<file path="config.mk">
export PLATFORM = sky130hd
export DESIGN_NAME = xmem_cycle_gen
export DESIGN_NICKNAME = d
export VERILOG_FILES = /design/src/rtl/xmem_cyc_pkg.sv /design/src/rtl/xmem_shape_unit.sv /design/src/rtl/xmem_seq_ctrl.sv /design/src/rtl/xmem_pin_drv.sv /design/src/rtl/xmem_cycle_gen.sv
export SDC_FILE = /design/constraint.sdc
export NUM_CORES = 1
export LEC_CHECK = 0
export ABC_AREA = 1
export BUFFER_PORTS_ARGS = -buffer_cell sky130_fd_sc_hd__buf_2
export CAP_MARGIN = 30
export CELL_PAD_IN_SITES_DETAIL_PLACEMENT = 2
export CELL_PAD_IN_SITES_GLOBAL_PLACEMENT = 2
export CORE_ASPECT_RATIO = 1.5
export CORE_MARGIN = 4
export CORE_UTILIZATION = 33
export DETAILED_ROUTE_END_ITERATION = 16
export PLACE_DENSITY_LB_ADDON = 0.1
export SLEW_MARGIN = 20
export SYNTH_ARGS = -nofsm -noshare
export SYNTH_HDL_FRONTEND = slang
export SYNTH_SLANG_ARGS = --single-unit
</file>
<file path="constraint.sdc">
create_clock -name clk -period 10.9 [get_ports clk]
set_input_delay 1.635 -clock clk [delete_from_list [all_inputs] [get_ports clk]]
set_output_delay 1.635 -clock clk [all_outputs]
set_load 0.03 [all_outputs]
</file>
<file path="src/rtl/xmem_cyc_pkg.sv">
package xmem_cyc_pkg;

  // Internal width of cycle counts and lengths; fits CNT_W up to 6.
  localparam int LEN_W = 8;

  typedef logic [LEN_W-1:0] len_t;

  typedef enum logic [1:0] {
    SEQ_IDLE   = 2'd0,
    SEQ_ACCESS = 2'd1,
    SEQ_GAP    = 2'd2
  } seq_state_e;

  // Shape of one access: strobe windows as [lo, hi) cycle indices.
  typedef struct packed {
    len_t acc_len;
    len_t oe_lo;
    len_t oe_hi;
    len_t we_lo;
    len_t we_hi;
    len_t adv_hi;
    len_t gap_len;
    logic is_wr;
  } shape_t;

  // Read length: longer of the wait count and the OE setup+hold need.
  function automatic len_t f_read_len(len_t rdw, len_t su, len_t hd);
    len_t by_wait;
    len_t by_oe;
    by_wait = rdw + len_t'(1);
    by_oe   = su + hd + len_t'(1);
    return (by_wait > by_oe) ? by_wait : by_oe;
  endfunction

  // Write length: wait, WE width, and the fixed one-cycle tail.
  function automatic len_t f_write_len(len_t ww, len_t wl);
    return ww + wl + len_t'(2);
  endfunction

  function automatic logic f_in_win(len_t k, len_t lo, len_t hi);
    return (k >= lo) && (k < hi);
  endfunction

  // Turnaround gap after an access of the given direction.
  function automatic len_t f_gap(len_t ta, logic mode, logic was_wr);
    return (mode || !was_wr) ? ta : '0;
  endfunction

endpackage

</file>
<file path="src/rtl/xmem_shape_unit.sv">
module xmem_shape_unit
  import xmem_cyc_pkg::*;
#(
  parameter int CNT_W = 4
) (
  input  logic             clk,
  input  logic             rst_n,
  input  logic             capture,
  input  logic             req_write,
  input  logic [CNT_W-1:0] cfg_rd_wait,
  input  logic [CNT_W-1:0] cfg_oe_setup,
  input  logic [CNT_W-1:0] cfg_oe_hold,
  input  logic [CNT_W-1:0] cfg_wr_wait,
  input  logic [CNT_W-1:0] cfg_we_len,
  input  logic [CNT_W-1:0] cfg_adv_hold,
  input  logic [CNT_W-1:0] cfg_ta_wait,
  input  logic             cfg_ta_mode,
  output shape_t           shape_eff
);

  function automatic len_t zx(logic [CNT_W-1:0] v);
    return len_t'(v);
  endfunction

  shape_t shape_new;
  shape_t shape_q;

  always_comb begin
    shape_new         = '0;
    shape_new.is_wr   = req_write;
    shape_new.adv_hi  = zx(cfg_adv_hold) + len_t'(1);
    shape_new.gap_len = f_gap(zx(cfg_ta_wait), cfg_ta_mode, req_write);
    if (req_write) begin
      shape_new.acc_len = f_write_len(zx(cfg_wr_wait), zx(cfg_we_len));
      shape_new.we_lo   = zx(cfg_wr_wait);
      shape_new.we_hi   = zx(cfg_wr_wait) + zx(cfg_we_len) + len_t'(1);
    end else begin
      shape_new.acc_len = f_read_len(zx(cfg_rd_wait), zx(cfg_oe_setup), zx(cfg_oe_hold));
      shape_new.oe_lo   = zx(cfg_oe_setup);
      shape_new.oe_hi   = shape_new.acc_len - zx(cfg_oe_hold);
    end
  end

  always_ff @(posedge clk) begin
    if (!rst_n) begin
      shape_q <= '0;
    end else if (capture) begin
      shape_q <= shape_new;
    end
  end

  // Settings count from the accepting edge on; later input changes are ignored.
  assign shape_eff = capture ? shape_new : shape_q;

  assert_read_oe_window_R3: assert property (@(posedge clk) disable iff (!rst_n)
    (capture && !req_write) |-> (shape_new.oe_hi > shape_new.oe_lo));

  assert_shape_held_R11: assert property (@(posedge clk) disable iff (!rst_n)
    (!capture && !$past(capture) && $past(rst_n)) |-> $stable(shape_q));

endmodule

</file>
<file path="src/rtl/xmem_seq_ctrl.sv">
module xmem_seq_ctrl
  import xmem_cyc_pkg::*;
(
  input  logic clk,
  input  logic rst_n,
  input  logic req_valid,
  input  len_t acc_len,
  input  len_t gap_len,
  output logic req_ready,
  output logic accept,
  output logic nxt_active,
  output len_t nxt_k,
  output logic last_cycle
);

  seq_state_e state, nxt_state;
  len_t       k_q;
  len_t       g_q, nxt_g;

  assign req_ready  = (state == SEQ_IDLE);
  assign accept     = req_valid && req_ready;
  assign last_cycle = (state == SEQ_ACCESS) && (k_q == acc_len - len_t'(1));

  always_comb begin
    nxt_state = state;
    nxt_k     = k_q;
    nxt_g     = g_q;
    unique case (state)
      SEQ_IDLE: begin
        if (accept) begin
          nxt_state = SEQ_ACCESS;
          nxt_k     = '0;
        end
      end
      SEQ_ACCESS: begin
        if (last_cycle) begin
          nxt_k = '0;
          if (gap_len != '0) begin
            nxt_state = SEQ_GAP;
            nxt_g     = gap_len;
          end else begin
            nxt_state = SEQ_IDLE;
          end
        end else begin
          nxt_k = k_q + len_t'(1);
        end
      end
      SEQ_GAP: begin
        if (g_q <= len_t'(1)) begin
          nxt_state = SEQ_IDLE;
          nxt_g     = '0;
        end else begin
          nxt_g = g_q - len_t'(1);
        end
      end
      default: nxt_state = SEQ_IDLE;
    endcase
  end

  assign nxt_active = (nxt_state == SEQ_ACCESS);

  always_ff @(posedge clk) begin
    if (!rst_n) begin
      state <= SEQ_IDLE;
      k_q   <= '0;
      g_q   <= '0;
    end else begin
      state <= nxt_state;
      k_q   <= nxt_k;
      g_q   <= nxt_g;
    end
  end

  assert_access_bounded_R2: assert property (@(posedge clk) disable iff (!rst_n)
    (state == SEQ_ACCESS) |-> (k_q < acc_len));

  assert_gap_counts_down_R8: assert property (@(posedge clk) disable iff (!rst_n)
    (state == SEQ_GAP && g_q > len_t'(1)) |=> (state == SEQ_GAP));

endmodule

</file>
<file path="src/rtl/xmem_pin_drv.sv">
module xmem_pin_drv
  import xmem_cyc_pkg::*;
#(
  parameter int ADDR_W = 23,
  parameter int DATA_W = 16
) (
  input  logic              clk,
  input  logic              rst_n,
  input  logic              accept,
  input  logic              nxt_active,
  input  len_t              nxt_k,
  input  logic              last_cycle,
  input  shape_t            shape,
  input  logic [ADDR_W-1:0] req_addr,
  input  logic [DATA_W-1:0] req_wdata,
  input  logic [DATA_W-1:0] mem_dq_i,
  output logic              mem_cs_n,
  output logic              mem_oe_n,
  output logic              mem_we_n,
  output logic              mem_adv_n,
  output logic [ADDR_W-1:0] mem_addr,
  output logic [DATA_W-1:0] mem_dq_o,
  output logic              mem_dq_oe,
  output logic              rsp_done,
  output logic [DATA_W-1:0] rsp_rdata
);

  logic nxt_oe_low, nxt_we_low, nxt_adv_low, oe_closing;

  assign nxt_oe_low  = nxt_active && !shape.is_wr && f_in_win(nxt_k, shape.oe_lo, shape.oe_hi);
  assign nxt_we_low  = nxt_active &&  shape.is_wr && f_in_win(nxt_k, shape.we_lo, shape.we_hi);
  assign nxt_adv_low = nxt_active && (nxt_k < shape.adv_hi);
  // OE is low now and goes high on this edge: take the bus data.
  assign oe_closing  = !mem_oe_n && !nxt_oe_low;

  always_ff @(posedge clk) begin
    if (!rst_n) begin
      mem_cs_n  <= 1'b1;
      mem_oe_n  <= 1'b1;
      mem_we_n  <= 1'b1;
      mem_adv_n <= 1'b1;
      mem_dq_oe <= 1'b0;
      rsp_done  <= 1'b0;
      mem_addr  <= '0;
      mem_dq_o  <= '0;
      rsp_rdata <= '0;
    end else begin
      mem_cs_n  <= !nxt_active;
      mem_oe_n  <= !nxt_oe_low;
      mem_we_n  <= !nxt_we_low;
      mem_adv_n <= !nxt_adv_low;
      mem_dq_oe <= nxt_active && shape.is_wr;
      rsp_done  <= last_cycle;
      if (accept) begin
        mem_addr <= req_addr;
        mem_dq_o <= req_wdata;
      end
      if (oe_closing) begin
        rsp_rdata <= mem_dq_i;
      end
    end
  end

  assert_oe_inside_cs_R3: assert property (@(posedge clk) disable iff (!rst_n)
    !mem_oe_n |-> !mem_cs_n);

  assert_oe_we_exclusive_R10: assert property (@(posedge clk) disable iff (!rst_n)
    !(!mem_oe_n && !mem_we_n));

  assert_we_tail_R4: assert property (@(posedge clk) disable iff (!rst_n)
    $rose(mem_we_n) |-> !mem_cs_n);

  assert_dq_drive_in_cs_R9: assert property (@(posedge clk) disable iff (!rst_n)
    mem_dq_oe |-> !mem_cs_n);

endmodule

</file>
<file path="src/rtl/xmem_cycle_gen.sv">
module xmem_cycle_gen
  import xmem_cyc_pkg::*;
#(
  parameter int ADDR_W = 23,
  parameter int DATA_W = 16,
  parameter int CNT_W  = 4
) (
  input  logic              clk,
  input  logic              rst_n,
  input  logic              req_valid,
  output logic              req_ready,
  input  logic              req_write,
  input  logic [ADDR_W-1:0] req_addr,
  input  logic [DATA_W-1:0] req_wdata,
  output logic              rsp_done,
  output logic [DATA_W-1:0] rsp_rdata,
  input  logic [CNT_W-1:0]  cfg_rd_wait,
  input  logic [CNT_W-1:0]  cfg_oe_setup,
  input  logic [CNT_W-1:0]  cfg_oe_hold,
  input  logic [CNT_W-1:0]  cfg_wr_wait,
  input  logic [CNT_W-1:0]  cfg_we_len,
  input  logic [CNT_W-1:0]  cfg_adv_hold,
  input  logic [CNT_W-1:0]  cfg_ta_wait,
  input  logic              cfg_ta_mode,
  output logic              mem_cs_n,
  output logic              mem_oe_n,
  output logic              mem_we_n,
  output logic              mem_adv_n,
  output logic [ADDR_W-1:0] mem_addr,
  output logic [DATA_W-1:0] mem_dq_o,
  output logic              mem_dq_oe,
  input  logic [DATA_W-1:0] mem_dq_i
);

  // Named internal events, shared by the sub-blocks and the assertions.
  logic   accept_evt;
  logic   nxt_active;
  len_t   nxt_k;
  logic   last_evt;
  shape_t shape_eff;

  xmem_shape_unit #(.CNT_W(CNT_W)) shape_i (
    .clk          (clk),
    .rst_n        (rst_n),
    .capture      (accept_evt),
    .req_write    (req_write),
    .cfg_rd_wait  (cfg_rd_wait),
    .cfg_oe_setup (cfg_oe_setup),
    .cfg_oe_hold  (cfg_oe_hold),
    .cfg_wr_wait  (cfg_wr_wait),
    .cfg_we_len   (cfg_we_len),
    .cfg_adv_hold (cfg_adv_hold),
    .cfg_ta_wait  (cfg_ta_wait),
    .cfg_ta_mode  (cfg_ta_mode),
    .shape_eff    (shape_eff)
  );

  xmem_seq_ctrl seq_i (
    .clk        (clk),
    .rst_n      (rst_n),
    .req_valid  (req_valid),
    .acc_len    (shape_eff.acc_len),
    .gap_len    (shape_eff.gap_len),
    .req_ready  (req_ready),
    .accept     (accept_evt),
    .nxt_active (nxt_active),
    .nxt_k      (nxt_k),
    .last_cycle (last_evt)
  );

  xmem_pin_drv #(.ADDR_W(ADDR_W), .DATA_W(DATA_W)) pins_i (
    .clk        (clk),
    .rst_n      (rst_n),
    .accept     (accept_evt),
    .nxt_active (nxt_active),
    .nxt_k      (nxt_k),
    .last_cycle (last_evt),
    .shape      (shape_eff),
    .req_addr   (req_addr),
    .req_wdata  (req_wdata),
    .mem_dq_i   (mem_dq_i),
    .mem_cs_n   (mem_cs_n),
    .mem_oe_n   (mem_oe_n),
    .mem_we_n   (mem_we_n),
    .mem_adv_n  (mem_adv_n),
    .mem_addr   (mem_addr),
    .mem_dq_o   (mem_dq_o),
    .mem_dq_oe  (mem_dq_oe),
    .rsp_done   (rsp_done),
    .rsp_rdata  (rsp_rdata)
  );

  assert_accept_drops_cs_R2: assert property (@(posedge clk) disable iff (!rst_n)
    accept_evt |=> $fell(mem_cs_n));

  assert_adv_with_cs_R5: assert property (@(posedge clk) disable iff (!rst_n)
    $fell(mem_cs_n) |-> !mem_adv_n);

  assert_adv_inside_cs_R5: assert property (@(posedge clk) disable iff (!rst_n)
    !mem_adv_n |-> !mem_cs_n);

  assert_done_on_cs_rise_R7: assert property (@(posedge clk) disable iff (!rst_n)
    rsp_done |-> $rose(mem_cs_n));

  assert_busy_not_ready_R8: assert property (@(posedge clk) disable iff (!rst_n)
    !mem_cs_n |-> !req_ready);

  assert_addr_stable_R9: assert property (@(posedge clk) disable iff (!rst_n)
    (!mem_cs_n && !$fell(mem_cs_n)) |-> $stable(mem_addr));

endmodule

</file>
* Yosys cells after proc, flatten, opt, wreduce, memory -nomap -nowiden
Index checks and enable logic that the tools add are counted.
** Storage, ports and cells
- Logic and storage cells :: 84
- Register bits after elaboration :: 136
- Output and inout port bits :: 62
- Memories kept :: 0
- Input port bits :: 88
- Bits in writable memories :: 0
- Bits in latches :: 0
- Bits in read-only memories :: 0
** Cells by class
- Shift-type cells :: 0
- Bitwise operators :: 0
- Mux-type cells :: 18
- Reductions and logical operators :: 22
- Multiply operators :: 0
- Add/sub/neg operators :: 11
- Magnitude comparators :: 7
- Equal/unequal tests :: 6
- Div/mod/pow operators :: 0
** Operator list (count)
- 57-bit two-way mux :: 1
- 8-bit two-way mux :: 7
- 8-bit one-hot mux with 2 select lines :: 2
- 8-bit by 1-bit adder with 8-bit output (second input constant) :: 3
- 8-bit < comparator :: 3
- 12-bit two-way mux :: 2
- 8-bit greater-or-equal comparator :: 2
- 8-bit by 1-bit subtractor with 8-bit output (second input constant) :: 2
- 4-bit by 1-bit adder with 5-bit output (second input constant) :: 2
- 4-bit by 4-bit adder with 5-bit output :: 2
- 1-bit logical AND :: 10
- 8-bit by 2-bit adder with 8-bit output (second input constant) :: 1
- 8-bit == test :: 1
- 8-bit > comparator :: 1
- 8-bit by 1-bit <= comparator with 1-bit output (second input constant) :: 1
- 2-bit two-way mux :: 4
- 8-bit nonzero test :: 1
- 8-bit by 4-bit subtractor with 8-bit output :: 1
- 1-bit zero test :: 7
- 2-bit one-hot mux with 3 select lines :: 1
- 2-bit by 1-bit == test with 1-bit output (second input constant) :: 2
- 4-bit two-way mux :: 1
- 3-bit AND reduction :: 1
- 2-bit == test (second input constant) :: 1
- other kinds (5) :: 5

* Depth between registers and ports, before layout
- Depth in word-level cells :: 17
- Depth in mapped cells :: 49
- Mapped depth without buffers :: 48

* Hierarchy
A second synthesis with hierarchy kept.
** Unflattened totals
- Cell total of the unflattened synthesis :: 1118
- Area total of the unflattened synthesis :: 7776.2 um2
** Modules (own cells, without submodules)
- xmem_pin_drv :: times used 1, area each 3231.8 um2, cells each 434, seq. area each 1221.2 um2
- xmem_shape_unit :: times used 1, area each 3095.5 um2, cells each 445, seq. area each 1141.1 um2
- xmem_seq_ctrl :: times used 1, area each 1448.9 um2, cells each 239, seq. area each 360.3 um2

* Worst setup path before layout
OpenSTA, ideal clock, no wires.
- Path type :: input-to-reg
- From :: input cfg_oe_setup[0]
- To :: register pins_i.rsp_rdata[10]
- Data required time :: 10.785 ns
- Path buffers :: 1
- Setup time :: 0.115 ns
- Stages on the path :: 44
- Slack :: 4.014 ns
- Arrival :: 6.770 ns
- Path through :: ha_1 fa_1 nand2_1 nor2_4 inv_1 nand2_1 nand2_1 ha_1 nand2_1 inv_1 nand2_1 nand2_1 nand2_1 a21oi_1 nand3_1 nand3_1 nand2_1 inv_1 [8 not listed] nand2_2 inv_1 nand2_1 nand2_1 ha_1 a21boi_0 o21a_1 o21a_1 o21ai_0 nand2_1 a21oi_1 o21ai_0 o2111ai_1 nor3_2 nand2_2 buf_4 a21oi_1 nor2_1
** Between the ends
- Longest elaborated chain between the ends :: 16
- Elaborated cells between the ends (all ways) :: 23
- Those cells by class :: add/sub: 4; order compare: 3; eq/ne: 2; mux: 8; reduce/logical: 6
** RTL lines
- start: declaration :: RTL line xmem_cycle_gen.sv:18 : input logic [CNT_W-1:0] cfg_oe_setup,
- 4-bit by 4-bit adder with 5-bit output (*) :: RTL line xmem_cyc_pkg.sv:31 : by_oe = su + hd + len_t'(1);
- 8-bit by 1-bit adder with 8-bit output (*) :: RTL line xmem_cyc_pkg.sv:31
- 8-bit > comparator :: RTL line xmem_cyc_pkg.sv:32 : return (by_wait > by_oe) ? by_wait : by_oe;
- 8-bit two-way mux (*) :: RTL line xmem_cyc_pkg.sv:32
- 8-bit two-way mux (*) :: RTL line xmem_shape_unit.sv:33 : if (req_write) begin
- 57-bit two-way mux (*) :: RTL line xmem_shape_unit.sv:53 : assign shape_eff = capture ? shape_new : shape_q;
- 8-bit by 1-bit subtractor with 8-bit output (*) :: RTL line xmem_seq_ctrl.sv:22 : assign last_cycle = (state == SEQ_ACCESS) && (k_q == acc_len - len_t'(1));
- 8-bit == test (*) :: RTL line xmem_seq_ctrl.sv:22
- 1-bit logical AND (*) :: RTL line xmem_seq_ctrl.sv:22
- 8-bit two-way mux (*) :: RTL line xmem_seq_ctrl.sv:36 : if (last_cycle) begin
- 8-bit one-hot mux with 2 select lines (*) :: RTL line xmem_seq_ctrl.sv:28 : unique case (state)
- via nxt_k[1] :: RTL line xmem_cycle_gen.sv:38 : len_t nxt_k;
- 8-bit greater-or-equal comparator or 8-bit < comparator (tied branches) :: RTL line xmem_cyc_pkg.sv:41 : return (k >= lo) && (k < hi);
- 1-bit logical AND (*) :: RTL line xmem_cyc_pkg.sv:41
- 1-bit logical AND (*) :: RTL line xmem_pin_drv.sv:30 : assign nxt_oe_low = nxt_active && !shape.is_wr && f_in_win(nxt_k, shape.oe_lo, shape.oe_hi);
- 1-bit zero test (*) :: RTL line xmem_pin_drv.sv:34 : assign oe_closing = !mem_oe_n && !nxt_oe_low;
- 1-bit logical AND (*) :: RTL line xmem_pin_drv.sv:34
- end signal: assignment :: RTL line xmem_pin_drv.sv:59 : rsp_rdata <= mem_dq_i;
- end: declaration :: RTL line xmem_pin_drv.sv:25 : output logic [DATA_W-1:0] rsp_rdata
Mark *: on every way through the listed nets, which the timed path passes. The rest lies on a longest branch.
A chain may end at the register's enable or synchronous reset.

* Final worst setup path
- From :: input cfg_oe_setup[0]
- To :: register pins_i.rsp_rdata[14]
Same word-level chain as after synthesis.

==> impl_results.md <==
* Outcome: finished clean
* # IOs at 150
* Hold WC Path Type: flop to flop
* CTS tree: done
* Post-Route WL at ~25000 µm
* YS warnings at 0
* Post_cts resized at 0
* Hold depth at 2
* Post-DP HPWL at ~19000 µm
* Post-CTS Setup Bufs at 0
* Clock sink count at 136
* CP most frequent cell: nand2_1
* Most frequent cells in the layout: 204 x nor2_1, 175 x nand2_1, 149 x buf_2, 136 x dfxtp_1, 106 x inv_1
* Arrival time at the worst endpoint at 8.13 ns
* Tcrit/Tclk final at 0.716
* CTS max path bufs at 2
* Post-Syn Nets at between 1000 and 1500
* Cell variety after synth at 48
* Area Growth Syn to Fin at 21.8%
* Critical path's slowest cell: fa_1
* Async set-reset flop share out of synthesis at 0
* Final Hold Vio Count at 0
* Cell Pwr Density at ~180 nW/µm²
* 1st-iter DRT viols at approximately 250
* Die Y at roughly 190 µm
* DR DRC count at 0
* First-pass GRT wire length at 40400 µm
* Cell row count at 66
* CTS Buf Count at 17
* Avg Cell Area, Syn at 7.19 µm²
* Clock Latency Late Sink at about 0.43 ns
* Share of the synthesized area in the top cell type at 0.371
* Vias in the first global route at 7935
* Min-delay src: shape_i.shape_q[30]
* Overflow after GRT at 0
* Final net count at between 1000 and 1500
* CTS H-tree depth at 4
* Synth top area cells: dfxtp_1 37%, ha_1 11%, nor2_1 10%
* Pin count of the biggest net entering global routing at 67
* Max Fanout on Critical Path at 32
* Port buffer count at 149
* Most common cell after layout, fill and taps aside: nor2_1
* Gr usage total at 0.208
* CORE AREA at 21800 µm²
* Synth Instances at 1021
* Relative slew slack at 0.487
* RSZ-0062 raised after global routing: no
* Worst Clk Skew at 0.00860 ns
* Ant. Diodes at 0
* Placer Congestion at approximately 0.82
* Detail Route Antenna Nets at 0
* Post-synth top area cell: dfxtp_1
* Leakage at ~4.5 nW
* Clock slew at reported path FFs at approximately 0.06 ns
* Least-Margin Pin Slew at slightly below 0.8 ns
* Initial antenna violation count at 0
* Initial Util at 0.337
* Reg2Reg Depth at 32
* Clock root cell: clkbuf_16
* Setup slack, reg-to-reg at about 5.3 ns
* Min Tclk post-route at roughly 8 ns
* Synth Register Bits at approximately 140
* Hold Buf Count CTS at 0
* WL per Instance at between 15 and 20 µm
* Sum Neg Setup Slack at 0 ns
* Post-synthesis sequential area ratio at 0.371
* Post-DR vias/cell at between 5 and 6
* Top FF cell, synth: dfxtp_1
* Worst setup SP type: input pin
* CP endpoint kind: flop
* Max cap viols at 0
* Util after Layout at 0.410
* Die Area at 24700 µm²
* Setup violations, final at 0
* Crit path max-delay family: simple AND/OR/NAND/NOR gates
* Via count at 7307
* Mapped Area at between 7000 and 8000 µm²
* Worst EP required at 11.22 ns
* Number of synthesized flops with an enable pin at 0
* Destination of the worst hold path: shape_i.shape_q[30]
* Achievable Freq at between 100 and 150 MHz
* Slowest stage delay, CP at around 0.52 ns
* Share of cells above drive strength 1 at 0.180
* R2R Path Start: seq_i.state[0]
* Reg2reg end: pins_i.rsp_rdata[14]
* Final-report max-slew violation count at 0
* Critical path class: input pin to flop
* VDD IR max at 0.000108 V
* Crit path buf inv count at 5
* 1st-pass router iterations at 4
* Die W at approximately 130 µm
-- layout make-up --
class | instances | area, µm²
flip-flops and latches | 136 | 2720
clock buffers | 26 | 519
inverters | 112 | 420
multi-input cells | 736 | 4040
well taps | 272 | 340
repair buffers | 157 | 813
clock inverters | 6 | 86.3
fillers | 2669 | 12900
-- cells in the mapped netlist (all sizes together), types with 3 or more instances --
master / n
a21oi: 62
a22oi: 11
and2: 3
buf: 12
clkbuf: 25
dfxtp: 136
fa: 3
ha: 67
inv: 111
nand2: 183
nand3: 70
nand3b: 4
nand4: 6
nor2: 207
nor3: 6
o21a: 4
o21ai: 64
o21bai: 3
o22ai: 7
xnor2: 4
xor2: 14
-- worst max path at each step --
stage / startpoint / end / slack [ns] / depth (start not counted)
3_5_place_dp: cfg_oe_setup[0] / pins_i.rsp_rdata[14] / 2.59 / 45
3_3_place_gp: cfg_oe_setup[0] / pins_i.rsp_rdata[0] / 2.95 / 44
2_1_floorplan: cfg_oe_setup[0] / pins_i.rsp_rdata[10] / 4.01 / 44
6_report: cfg_oe_setup[0] / pins_i.rsp_rdata[14] / 3.09 / 44
5_1_grt: cfg_oe_setup[0] / pins_i.rsp_rdata[12] / 2.11 / 46
4_1_cts: cfg_oe_setup[0] / pins_i.rsp_rdata[12] / 3.03 / 45
-- flip-flops by register name (all words and copies together), names as in the netlist --
| register | cells |
|---|---|
| pins_i.mem_addr | 23 |
| pins_i.mem_adv_n | 1 |
| pins_i.mem_cs_n | 1 |
| pins_i.mem_dq_o | 16 |
| pins_i.mem_dq_oe | 1 |
| pins_i.mem_oe_n | 1 |
| pins_i.mem_we_n | 1 |
| pins_i.rsp_done | 1 |
| pins_i.rsp_rdata | 16 |
| seq_i.g_q | 8 |
| seq_i.k_q | 8 |
| seq_i.state | 2 |
| shape_i.shape_q | 57 |
-- stage by stage --
stage          area [µm²]  hold slack [ns]  setup slack (ns)  instances  total power, W
6_report             8940            0.457              3.09       1445         0.00161
4_1_cts              8930            0.465              3.03       1444         0.00163
3_3_place_gp         8320            0.443              2.95       1412         0.00101
3_5_place_dp         8320            0.456              2.59       1412         0.00102
2_1_floorplan        7340            0.430              4.01       1021        0.000884
5_1_grt              8940            0.478              2.11       1445         0.00171
-- power breakdown --
part / total (W) / internal [W] / switching (W)
Combinational: 0.000457 / 0.000148 / 0.000309
Clock: 0.000596 / 0.000373 / 0.000223
Sequential: 0.000556 / 0.000537 / 0.0000187
-- routing by layer --
metal | part of all wire | up-vias | routed length [µm] | track usage
met5 | 0 | - | 0 | 0
met2 | 0.55 | 139 | 13800 | 0.397
li1 | - | 3595 | - | -
met4 | 0.031 | 0 | 769 | 0.0852
met3 | 0.035 | 41 | 878 | 0.0378
met1 | 0.38 | 3532 | 9540 | 0.219
-- cells by family (layout without fill, tap and decap cells) --
family                     Yosys count  count (layout)  synth area share
AOI/OAI and AO/OA                  164             164             0.127
xor gates and xnor gates            18              18            0.0215
adders and majority gates           70              70             0.122
buffers and inverters              149             301            0.0792
DFF                                136             136             0.371
muxes                                1               1           0.00136
and+or+nand+nor                    483             483             0.278
-- worst min-delay path: stages (launching register included) --
cell	delay (ns)
dfxtp_1	0.29
nand2_1	0.08
nor2_1	0.04
Note: power is estimated with default switching activity, not from simulation.
